--- config.mk ---
export PLATFORM = sky130hd
export DESIGN_NAME = ext_irq_selector
export DESIGN_NICKNAME = d
export VERILOG_FILES = /design/src/rtl/ext_irq_pkg.sv /design/src/rtl/ext_irq_req_latch.sv /design/src/rtl/ext_irq_cfg.sv /design/src/rtl/ext_irq_scan.sv /design/src/rtl/ext_irq_selector.sv
export SDC_FILE = /design/constraint.sdc
export NUM_CORES = 1
export LEC_CHECK = 0
export BUFFER_PORTS_ARGS = -buffer_cell sky130_fd_sc_hd__buf_2
export CAP_MARGIN = 5
export CORE_MARGIN = 2
export CORE_UTILIZATION = 45
export CTS_BUF_LIST = sky130_fd_sc_hd__clkbuf_2
export DETAILED_ROUTE_END_ITERATION = 12
export SLEW_MARGIN = 20
export SYNTH_ARGS = -nofsm -noshare
export SYNTH_HDL_FRONTEND = slang
export SYNTH_SLANG_ARGS = --single-unit
--- constraint.sdc ---
create_clock -name clk -period 15.7 [get_ports clk]
set_clock_uncertainty 0.15 [all_clocks]
set_input_delay 4.71 -clock clk [delete_from_list [all_inputs] [get_ports clk]]
set_output_delay 4.71 -clock clk [all_outputs]
set_load 0.005 [all_outputs]
--- src/rtl/ext_irq_pkg.sv ---
package ext_irq_pkg;

    localparam int unsigned NSRC_DEF     = 32;
    localparam int unsigned VEC_BASE_DEF = 32;
    localparam int unsigned EXT_VEC_DEF  = 4;

    typedef enum logic [1:0] {
        OUTC_NONE  = 2'd0,
        OUTC_VEC   = 2'd1,
        OUTC_SPUR  = 2'd2
    } outcome_e;

    function automatic int unsigned sat_count(input int unsigned raw, input int unsigned lim);
        return (raw > lim) ? lim : raw;
    endfunction

endpackage

--- src/rtl/ext_irq_req_latch.sv ---
module ext_irq_req_latch #(
    parameter int unsigned NSRC = ext_irq_pkg::NSRC_DEF
) (
    input  logic            clk,
    input  logic            rst,
    input  logic [NSRC-1:0] req_in,
    input  logic [NSRC-1:0] clr_mask,
    output logic [NSRC-1:0] pend_q
);

    genvar b;
    generate
        for (b = 0; b < NSRC; b++) begin : g_bit
            always_ff @(posedge clk) begin
                if (rst)
                    pend_q[b] <= 1'b0;
                else if (req_in[b])
                    pend_q[b] <= 1'b1;
                else if (clr_mask[b])
                    pend_q[b] <= 1'b0;
            end
        end
    endgenerate

    AST_SET_LANDS: assert property (@(posedge clk) disable iff (rst)
        (|req_in) |=> ((pend_q & $past(req_in)) == $past(req_in)));

    AST_NO_PHANTOM: assert property (@(posedge clk) disable iff (rst)
        1'b1 |=> ((pend_q & ~$past(pend_q) & ~$past(req_in)) == '0));

    AST_HOLD_WITHOUT_CLEAR: assert property (@(posedge clk) disable iff (rst)
        (clr_mask == '0) |=> ((pend_q & $past(pend_q)) == $past(pend_q)));

endmodule

--- src/rtl/ext_irq_cfg.sv ---
module ext_irq_cfg #(
    parameter int unsigned NSRC  = ext_irq_pkg::NSRC_DEF,
    parameter int unsigned IDX_W = $clog2(NSRC),
    parameter int unsigned CNT_W = $clog2(NSRC + 1)
) (
    input  logic                  clk,
    input  logic                  rst,
    input  logic                  en_we,
    input  logic [NSRC-1:0]       en_data,
    input  logic                  hnd_we,
    input  logic [NSRC-1:0]       hnd_data,
    input  logic                  ord_we,
    input  logic [IDX_W-1:0]      ord_slot,
    input  logic [IDX_W-1:0]      ord_src,
    input  logic                  cnt_we,
    input  logic [CNT_W-1:0]      cnt_data,
    output logic [NSRC-1:0]       en_q,
    output logic [NSRC-1:0]       hnd_q,
    output logic [NSRC*IDX_W-1:0] ord_flat,
    output logic [CNT_W-1:0]      cnt_q
);
    import ext_irq_pkg::*;

    localparam logic [CNT_W-1:0] CNT_MAX = CNT_W'(NSRC);

    always_ff @(posedge clk) begin
        if (rst) begin
            en_q  <= '0;
            hnd_q <= '0;
            cnt_q <= CNT_MAX;
        end else begin
            if (en_we)  en_q  <= en_data;
            if (hnd_we) hnd_q <= hnd_data;
            if (cnt_we) cnt_q <= CNT_W'(sat_count(int'(cnt_data), NSRC));
        end
    end

    genvar s;
    generate
        for (s = 0; s < NSRC; s++) begin : g_slot
            logic [IDX_W-1:0] slot_q;
            always_ff @(posedge clk) begin
                if (rst)
                    slot_q <= IDX_W'(s);
                else if (ord_we && (ord_slot == IDX_W'(s)))
                    slot_q <= ord_src;
            end
            assign ord_flat[s*IDX_W +: IDX_W] = slot_q;
        end
    endgenerate

    AST_CNT_BOUND: assert property (@(posedge clk) disable iff (rst)
        cnt_we |=> (cnt_q <= CNT_MAX));

    AST_CFG_HOLD: assert property (@(posedge clk) disable iff (rst)
        (!en_we && !hnd_we) |=> ($stable(en_q) && $stable(hnd_q)));

endmodule

--- src/rtl/ext_irq_scan.sv ---
module ext_irq_scan #(
    parameter int unsigned NSRC  = ext_irq_pkg::NSRC_DEF,
    parameter int unsigned IDX_W = $clog2(NSRC),
    parameter int unsigned CNT_W = $clog2(NSRC + 1)
) (
    input  logic                  clk,
    input  logic                  rst,
    input  logic [NSRC-1:0]       active,
    input  logic [NSRC*IDX_W-1:0] ord_flat,
    input  logic [CNT_W-1:0]      cnt,
    output logic                  hit,
    output logic [IDX_W-1:0]      hit_src,
    output logic [IDX_W-1:0]      hit_slot
);

    logic [NSRC-1:0] slot_live;

    genvar s;
    generate
        for (s = 0; s < NSRC; s++) begin : g_probe
            logic [IDX_W-1:0] src_s;
            assign src_s        = ord_flat[s*IDX_W +: IDX_W];
            assign slot_live[s] = (CNT_W'(s) < cnt) && active[src_s];
        end
    endgenerate

    always_comb begin
        hit      = 1'b0;
        hit_slot = '0;
        for (int i = NSRC - 1; i >= 0; i--) begin
            if (slot_live[i]) begin
                hit      = 1'b1;
                hit_slot = IDX_W'(i);
            end
        end
        hit_src = ord_flat[hit_slot*IDX_W +: IDX_W];
    end

    AST_HIT_IN_RANGE: assert property (@(posedge clk) disable iff (rst)
        hit |-> ((CNT_W'(hit_slot) < cnt) && active[hit_src]));

    AST_MISS_MEANS_NONE: assert property (@(posedge clk) disable iff (rst)
        (!hit) |-> (slot_live == '0));

endmodule

--- src/rtl/ext_irq_selector.sv ---
module ext_irq_selector #(
    parameter int unsigned NSRC     = ext_irq_pkg::NSRC_DEF,
    parameter int unsigned VEC_BASE = ext_irq_pkg::VEC_BASE_DEF,
    parameter int unsigned EXT_VEC  = ext_irq_pkg::EXT_VEC_DEF,
    parameter int unsigned IDX_W    = $clog2(NSRC),
    parameter int unsigned CNT_W    = $clog2(NSRC + 1),
    parameter int unsigned VEC_W    = $clog2(VEC_BASE + NSRC)
) (
    input  logic             clk,
    input  logic             rst,
    input  logic [NSRC-1:0]  req_in,
    input  logic [NSRC-1:0]  clr_mask,
    input  logic             en_we,
    input  logic [NSRC-1:0]  en_data,
    input  logic             hnd_we,
    input  logic [NSRC-1:0]  hnd_data,
    input  logic             ord_we,
    input  logic [IDX_W-1:0] ord_slot,
    input  logic [IDX_W-1:0] ord_src,
    input  logic             cnt_we,
    input  logic [CNT_W-1:0] cnt_data,
    input  logic             gie,
    output logic [NSRC-1:0]  pend_o,
    output logic             ext_irq_o,
    output logic [VEC_W-1:0] int_vec_o,
    output logic             sel_valid_o,
    output logic             sel_spur_o,
    output logic [VEC_W-1:0] sel_vec_o
);
    import ext_irq_pkg::*;

    logic [NSRC-1:0]       pend_q;
    logic [NSRC-1:0]       en_q;
    logic [NSRC-1:0]       hnd_q;
    logic [NSRC*IDX_W-1:0] ord_flat;
    logic [CNT_W-1:0]      cnt_q;
    logic [NSRC-1:0]       active;
    logic                  hit;
    logic [IDX_W-1:0]      hit_src;
    logic [IDX_W-1:0]      hit_slot;
    logic                  raise;
    outcome_e              outc;

    ext_irq_req_latch #(.NSRC(NSRC)) u_latch (
        .clk      (clk),
        .rst      (rst),
        .req_in   (req_in),
        .clr_mask (clr_mask),
        .pend_q   (pend_q)
    );

    ext_irq_cfg #(.NSRC(NSRC), .IDX_W(IDX_W), .CNT_W(CNT_W)) u_cfg (
        .clk      (clk),
        .rst      (rst),
        .en_we    (en_we),
        .en_data  (en_data),
        .hnd_we   (hnd_we),
        .hnd_data (hnd_data),
        .ord_we   (ord_we),
        .ord_slot (ord_slot),
        .ord_src  (ord_src),
        .cnt_we   (cnt_we),
        .cnt_data (cnt_data),
        .en_q     (en_q),
        .hnd_q    (hnd_q),
        .ord_flat (ord_flat),
        .cnt_q    (cnt_q)
    );

    assign active = pend_q & en_q;

    ext_irq_scan #(.NSRC(NSRC), .IDX_W(IDX_W), .CNT_W(CNT_W)) u_scan (
        .clk      (clk),
        .rst      (rst),
        .active   (active),
        .ord_flat (ord_flat),
        .cnt      (cnt_q),
        .hit      (hit),
        .hit_src  (hit_src),
        .hit_slot (hit_slot)
    );

    assign raise = gie && (|active);

    always_comb begin
        if (!raise)
            outc = OUTC_NONE;
        else if (hit && hnd_q[hit_src])
            outc = OUTC_VEC;
        else
            outc = OUTC_SPUR;
    end

    assign pend_o      = pend_q;
    assign ext_irq_o   = raise;
    assign int_vec_o   = raise ? VEC_W'(EXT_VEC) : '0;
    assign sel_valid_o = (outc == OUTC_VEC);
    assign sel_spur_o  = (outc == OUTC_SPUR);
    assign sel_vec_o   = (outc == OUTC_VEC) ? VEC_W'(VEC_BASE) + VEC_W'(hit_src) : '0;

    AST_ONE_OUTCOME: assert property (@(posedge clk) disable iff (rst)
        ext_irq_o |-> (sel_valid_o ^ sel_spur_o));

    AST_QUIET_NO_IRQ: assert property (@(posedge clk) disable iff (rst)
        (!ext_irq_o) |-> (!sel_valid_o && !sel_spur_o && sel_vec_o == '0));

    AST_VEC_IS_LIVE: assert property (@(posedge clk) disable iff (rst)
        sel_valid_o |-> (pend_q[hit_src] && en_q[hit_src] && hnd_q[hit_src]));

    AST_IRQ_NEEDS_PEND: assert property (@(posedge clk) disable iff (rst)
        ext_irq_o |-> ((pend_o & en_q) != '0));

endmodule

# Word level (Yosys, flattened, before mapping)
# Index checks and enable logic that the tools add are counted.
[word_totals]
reg_bits = 262
out_inout_bits = 47
wordCells = 469
[classes]
addsub = 1
mul = 1
order_cmp = 66
eq_ne = 33
n_shift = 1
mux = 199
n_bitwise = 1
reduce_logical = 100
[ops]
columns = ["operator", "n"]
rows = [
  ["$lt 5x6->1 const B", 33],
  ["$bmux 1 s5", 33],
  ["$mux 5", 32],
  ["$shiftx 160x9->5", 1],
  ["$mux 1", 129],
  ["$lt 5x6->1 const A", 16],
  ["$eq 5x5->1 const B", 16],
  ["$logic_and 1x1->1", 66],
  ["$reduce_bool 2->1", 32],
  ["$lt 4x6->1 const A", 8],
  ["$eq 5x4->1 const B", 8],
  ["$and 32x32->32", 1],
  ["$reduce_or 32->1", 1],
  ["$lt 3x6->1 const A", 4],
  ["$eq 5x3->1 const B", 4],
  ["$lt 1x6->1 const A", 2],
  ["$lt 2x6->1 const A", 2],
  ["$mux 6", 2],
  ["$eq 5x2->1 const B", 2],
  ["$mul 5x3->8 const B", 1],
  ["$add 6x5->6 const A", 1],
  ["$gt 6x6->1 const B", 1],
  ["$eq 5x1->1 const B", 1],
  ["$logic_not 5->1", 1],
  ["other kinds (4)", 5],
]

# Depth between registers and ports, before layout
[logic_depth]
depth_word = 45
depth_mapped = 25
mapped_depth_nobuf = 18

# Cells and area by module
# A second synthesis with hierarchy kept.
[hier_totals]
hier_cells = 2000
hier_area_um2 = 21551.9
[by_module_without_submodules]
columns = ["mod", "n_inst", "cells_per_inst", "area_per_inst_um2"]
rows = [
  ["ext_irq_scan", 1, 951, 11090.6],
  ["ext_irq_cfg", 1, 835, 8627.0],
  ["ext_irq_req_latch", 1, 131, 1154.9],
  ["ext_irq_selector", 1, 83, 679.4],
]

# Worst setup path after synthesis
# OpenSTA, ideal clock, no wires.
[synth_path]
path_type = "register to output"
from = "register u_cfg.g_slot[15].slot_q[0]"
to = "output sel_vec_o[5]"
arrival_time_ps = 5666
required_ps = 10840
setup_slack_ps = 5174
path_stages_with_launch = 21
path_cell_list = "dfxtp_1 > clkbuf_1 > mux4_2 > mux4_2 > a211o_1 > a221oi_2 > a21oi_2 > a2111oi_4 > nor2_2 > o311a_1 > o211a_1 > or4_1 > buf_2 > or3_4 > buf_6 > mux2i_1 > mux2_2 > a2111oi_4 > nand3_2 > nor2_1 > buf_4"
[synth_between]
elab_chain_cells = 28
[synth_lines]
columns = ["element", "line", "source"]
rows = [
  ["from (decl)", "ext_irq_cfg.sv:41", "logic [IDX_W-1:0] slot_q;"],
  ["from (signal assigned)", "ext_irq_cfg.sv:44", "slot_q <= IDX_W'(s);"],
  ["from (signal assigned)", "ext_irq_cfg.sv:46", "slot_q <= ord_src;"],
  ["$bmux 1 s5", "ext_irq_scan.sv:23", "assign slot_live[s] = (CNT_W'(s) < cnt) && active[src_s];"],
  ["$mux 1 (not written as such)", "ext_irq_scan.sv:23", ""],
  ["$logic_and 1x1->1", "ext_irq_scan.sv:23", ""],
  ["$mux 5 (16 in a row)", "ext_irq_scan.sv:31", "if (slot_live[i]) begin"],
  ["$mul 5x3->8", "ext_irq_scan.sv:36", "hit_src = ord_flat[hit_slot*IDX_W +: IDX_W];"],
  ["$shiftx 160x9->5", "ext_irq_scan.sv:36", ""],
  ["$bmux 1 s5", "ext_irq_selector.sv:88", "else if (hit && hnd_q[hit_src])"],
  ["$mux 1 (not written as such)", "ext_irq_selector.sv:88", ""],
  ["$logic_and 1x1->1 *", "ext_irq_selector.sv:88", ""],
  ["$mux 2 *", "ext_irq_selector.sv:88", ""],
  ["$mux 2 *", "ext_irq_selector.sv:86", "if (!raise)"],
  ["$eq 2x1->1 *", "n/a", ""],
  ["named net sel_valid_o", "ext_irq_selector.sv:26", "output logic sel_valid_o,"],
  ["$mux 6 *", "ext_irq_selector.sv:99", "assign sel_vec_o = (outc == OUTC_VEC) ? VEC_W'(VEC_BASE) + VEC_W'(hit_src) : '0;"],
  ["to (decl)", "ext_irq_selector.sv:28", "output logic [VEC_W-1:0] sel_vec_o"],
]
# The timed path passes the listed nets; every way through them passes the cells marked *. The select of a mux whose other input is x is not followed.

# Worst setup path in the final report
[layout_path]
from = "register u_latch.pend_q[7]"
to = "output sel_vec_o[0]"
[layout_between]
elab_chain_cells = 45
[layout_lines]
columns = ["element", "line", "source"]
rows = [
  ["from (decl)", "ext_irq_req_latch.sv:8", "output logic [NSRC-1:0] pend_q"],
  ["from (signal, indexed assignment)", "ext_irq_req_latch.sv:16", "pend_q[b] <= 1'b0;"],
  ["from (signal, indexed assignment)", "ext_irq_req_latch.sv:18", "pend_q[b] <= 1'b1;"],
  ["from (signal, indexed assignment)", "ext_irq_req_latch.sv:20", "pend_q[b] <= 1'b0;"],
  ["$and 32x32->32 *", "ext_irq_selector.sv:70", "assign active = pend_q & en_q;"],
  ["$bmux 1 s5", "ext_irq_scan.sv:23", ""],
  ["$mux 1 (not written as such)", "ext_irq_scan.sv:23", ""],
  ["$logic_and 1x1->1", "ext_irq_scan.sv:23", ""],
  ["$mux 5 (32 in a row)", "ext_irq_scan.sv:31", ""],
  ["$mul 5x3->8", "ext_irq_scan.sv:36", ""],
  ["$shiftx 160x9->5", "ext_irq_scan.sv:36", ""],
  ["$bmux 1 s5", "ext_irq_selector.sv:88", ""],
  ["$mux 1 (not written as such)", "ext_irq_selector.sv:88", ""],
  ["$logic_and 1x1->1", "ext_irq_selector.sv:88", ""],
  ["$mux 2", "ext_irq_selector.sv:88", ""],
  ["$mux 2", "ext_irq_selector.sv:86", ""],
  ["$eq 2x1->1", "ext_irq_selector.sv:99", ""],
  ["$mux 6 *", "ext_irq_selector.sv:99", ""],
]
# Mark *: on every way between the ends. The rest lies on a longest branch, timed or not. The select of a mux whose other input is x is not followed.

==> impl_metrics.yaml <==
detailed_routing:
  drc: 0
  ant_nets: 0
  vias: 23200
  dr.first_iter.drc_count: 3909
  viasPerCell: 7.38
  drt_pre_antenna_iters: 7
  routed_wl_um: 117000
  wl_per_cell_um: 37.4
grt:
  met2_usage_pct: 65.6
  grt_overflow: 0
  grtUsageTotal_pct: 46.1
  antenna_found_initial: 9
  grt_max_degree: 96
  grt_pass1_vias: 21600
  grt_pass1_wl_um: 162000
  use_met3_pct: 17.7
  met1_usage_pct: 57.7
  top_usage_layer: "met2"
logic_synthesis:
  synth_flop_cell: "dfxtp_1"
  yosysSeqAreaShare_pct: 23.9
  yosysWarningCount: 0
  syn_avg_cell_area_um2: 8.95
  syn_area_um2: 21900
  synthCells: 2448
  synth.distinct_cells: 85
  synth_edf_count: 0
  async_flop_share_pct: 0
  ys_seq_elements: 262
placement:
  dp_hpwl_um: 84700
  gp_congestion: 1.09
  place_area_um2: 22800
  numPortBuffers: 192
  dp_cells: 3009
worst_setup_path:
  startpoint_type: "flop"
  path_class: "reg -> out"
  reg2reg_slack_ps: 14050
  crit_path_end_kind: "output pin"
  path_max_fanout: 16
  crit_arrival_ps: 8680
  crit_required_ps: 10840
  ff2ff_path_depth: 2
final_layout:
  seq_area_um2: 5250
  syn2layout_area_growth_pct: 7.40
  layoutNonFillerInstCount: 3140
  utilization_pct: 49.2
  finalNetCount: 2621
  multi_input_area_um2: 15200
  drive_gt1_share_pct: 26.4
  final_cell_mix: "dfxtp_1 (262), mux4_2 (240), nor2_1 (223)"
  fin_area_um2: 23500
  final_common_cell: "dfxtp_1"
  fillCellCount: 4603
clock_tree:
  cts_setup_buffers: 0
  postCtsHoldBufs: 0
  clockBufferDepth: 3
  cts.clk_slew.worst_paths_ps: 110
  cts.repair.resized: 0
  root_buffer: "clkbuf_2"
  numCtsBuffers: 74
  cts_tree: "built"
  clock-sinks: 262
  clock_latency_ps: 1090
  htree_levels: 3
die:
  fp-row-count: 80
  core_um2: 47800
  dieArea_um2: 50400
  io_pins: 198
  die_w_um: 225
  start_util_pct: 45.8
  die_h_um: 225
timing:
  hold_viol_final: 0
  timing.slew.headroom_pct: 11.7
  setup_viol_count_final: 0
  drv_slew: 0
  rsz0062_at_grt: "false"
  setup_tns_ps: 0
  timing.fmax_ghz: 0.0739
  min_period_ps: 13540
  finalCritPeriodShare_pct: 86.2
  worst_pin_slew_ps: 1320
pwr:
  leakage_nw: 8.77
  power.density_nw_per_um2: 78.1
  irDropWorstVdd_mv: 0.0727
run_status:
  status: "completed"
worst_hold_path:
  hold_class: "reg -> reg"
  hold_depth: 2
job:
  cap_viol_max_count: 0
[metrics by stage]
stage | power (W) | worst slack, ps | hold slack (ps)
floorplan | 0.00110 | 5170 | 300
global placement | 0.00129 | 3680 | 319
detailed placement | 0.00129 | 3590 | 334
CTS | 0.00182 | 2370 | 352
global route | 0.00190 | 2000 | 386
finish | 0.00184 | 2160 | 353
[registers in the layout (all words and copies together) (netlist names)]
| signal | flops |
|---|---|
| u_cfg.hnd_q | 32 |
| u_cfg.cnt_q | 6 |
| u_cfg.en_q | 32 |
| u_latch.pend_q | 32 |
| u_cfg.g_slot.slot_q | 160 |
[power by group]
part	internal, W	switching [W]	total (W)
Combinational	0.000208	0.000375	0.000583
Clock	0.000201	0.000332	0.000533
Sequential	0.000684	0.0000382	0.000722
Total	0.00109	0.000745	0.00184
[kinds of logic (layout without fill, tap and decap cells)]
group | after synthesis | after routing | synth area share (%)
AOI/OAI and AO/OA | 546 | 546 | 17.4
buffers and inverters | 379 | 445 | 6.82
DFF | 262 | 262 | 23.9
muxes | 425 | 425 | 33.3
other | 1 | 12 | 0.0171
and+or+nand+nor | 835 | 835 | 18.5
[cell usage after synthesis, drive strengths merged (15+ instances only)]
cell / instances / area share (%)
clkbuf: 235 / 4.0
nor2: 225 / 3.9
o2111ai: 30 / 1.2
dfxtp: 262 / 24
mux2i: 161 / 7.4
and2: 38 / 1.1
nor2b: 44 / 1.3
inv: 76 / 1.3
nand3: 151 / 3.5
a211o: 43 / 1.7
buf: 64 / 1.4
nand3b: 20 / 0.69
nand2b: 21 / 0.60
o211ai: 80 / 2.8
and3: 18 / 0.51
a211oi: 18 / 0.66
a21oi: 149 / 3.4
nor3: 36 / 0.92
o22ai: 18 / 0.51
o21ai: 73 / 1.7
a31oi: 15 / 0.43
mux2: 24 / 1.2
nand2: 199 / 3.4
nor3b: 15 / 0.51
mux4: 240 / 25
[critical path, cell delays in order, from the launching register on]
cell	delay, ps
dfxtp_1	570
nand2_1	840
mux4_2	760
nor4b_1	280
a211oi_1	110
o22ai_1	390
o211ai_1	230
a311oi_2	530
a2111oi_4	50
buf_4	210
nor2_2	600
buf_4	390
mux2_2	380
o211ai_1	170
o2111ai_1	190
o22ai_1	690
nand3b_1	200
a21oi_1	90
a2111oi_4	380
nand3_2	180
nor3_1	160
buf_2	150
[cell type report]
cell class / instances / area share, %
well taps: 615 / 3.27
repair buffers: 241 / 5.68
flip-flops and latches: 262 / 22.3
diodes: 7 / 0.0745
clock buffers: 107 / 2.28
inverters: 80 / 1.28
clock inverters: 17 / 0.484
multi-input cells: 1811 / 64.6
[per-layer routing]
metal | up-vias | wire [µm]
li1 | 9329 | -
met1 | 11300 | 43500
met2 | 2016 | 47900
met3 | 506 | 16100
met4 | 6 | 9950
met5 | - | 63
[final timing paths]
kind / startpoint / endpoint
setup / recovery: u_latch.pend_q[7]$_SDFFE_PP0P_ / sel_vec_o[0]
hold / removal: u_cfg.g_slot[2].slot_q[4]$_SDFFE_PP0P_ / u_cfg.g_slot[2].slot_q[4]$_SDFFE_PP0P_
hold reg to reg: u_cfg.g_slot[2].slot_q[4]$_SDFFE_PP0P_ / u_cfg.g_slot[2].slot_q[4]$_SDFFE_PP0P_
setup reg to reg: u_cfg.g_slot[30].slot_q[0]$_SDFFE_PP0P_ / u_cfg.g_slot[30].slot_q[0]$_SDFFE_PP0P_
Power figures use the tool's default switching activity.
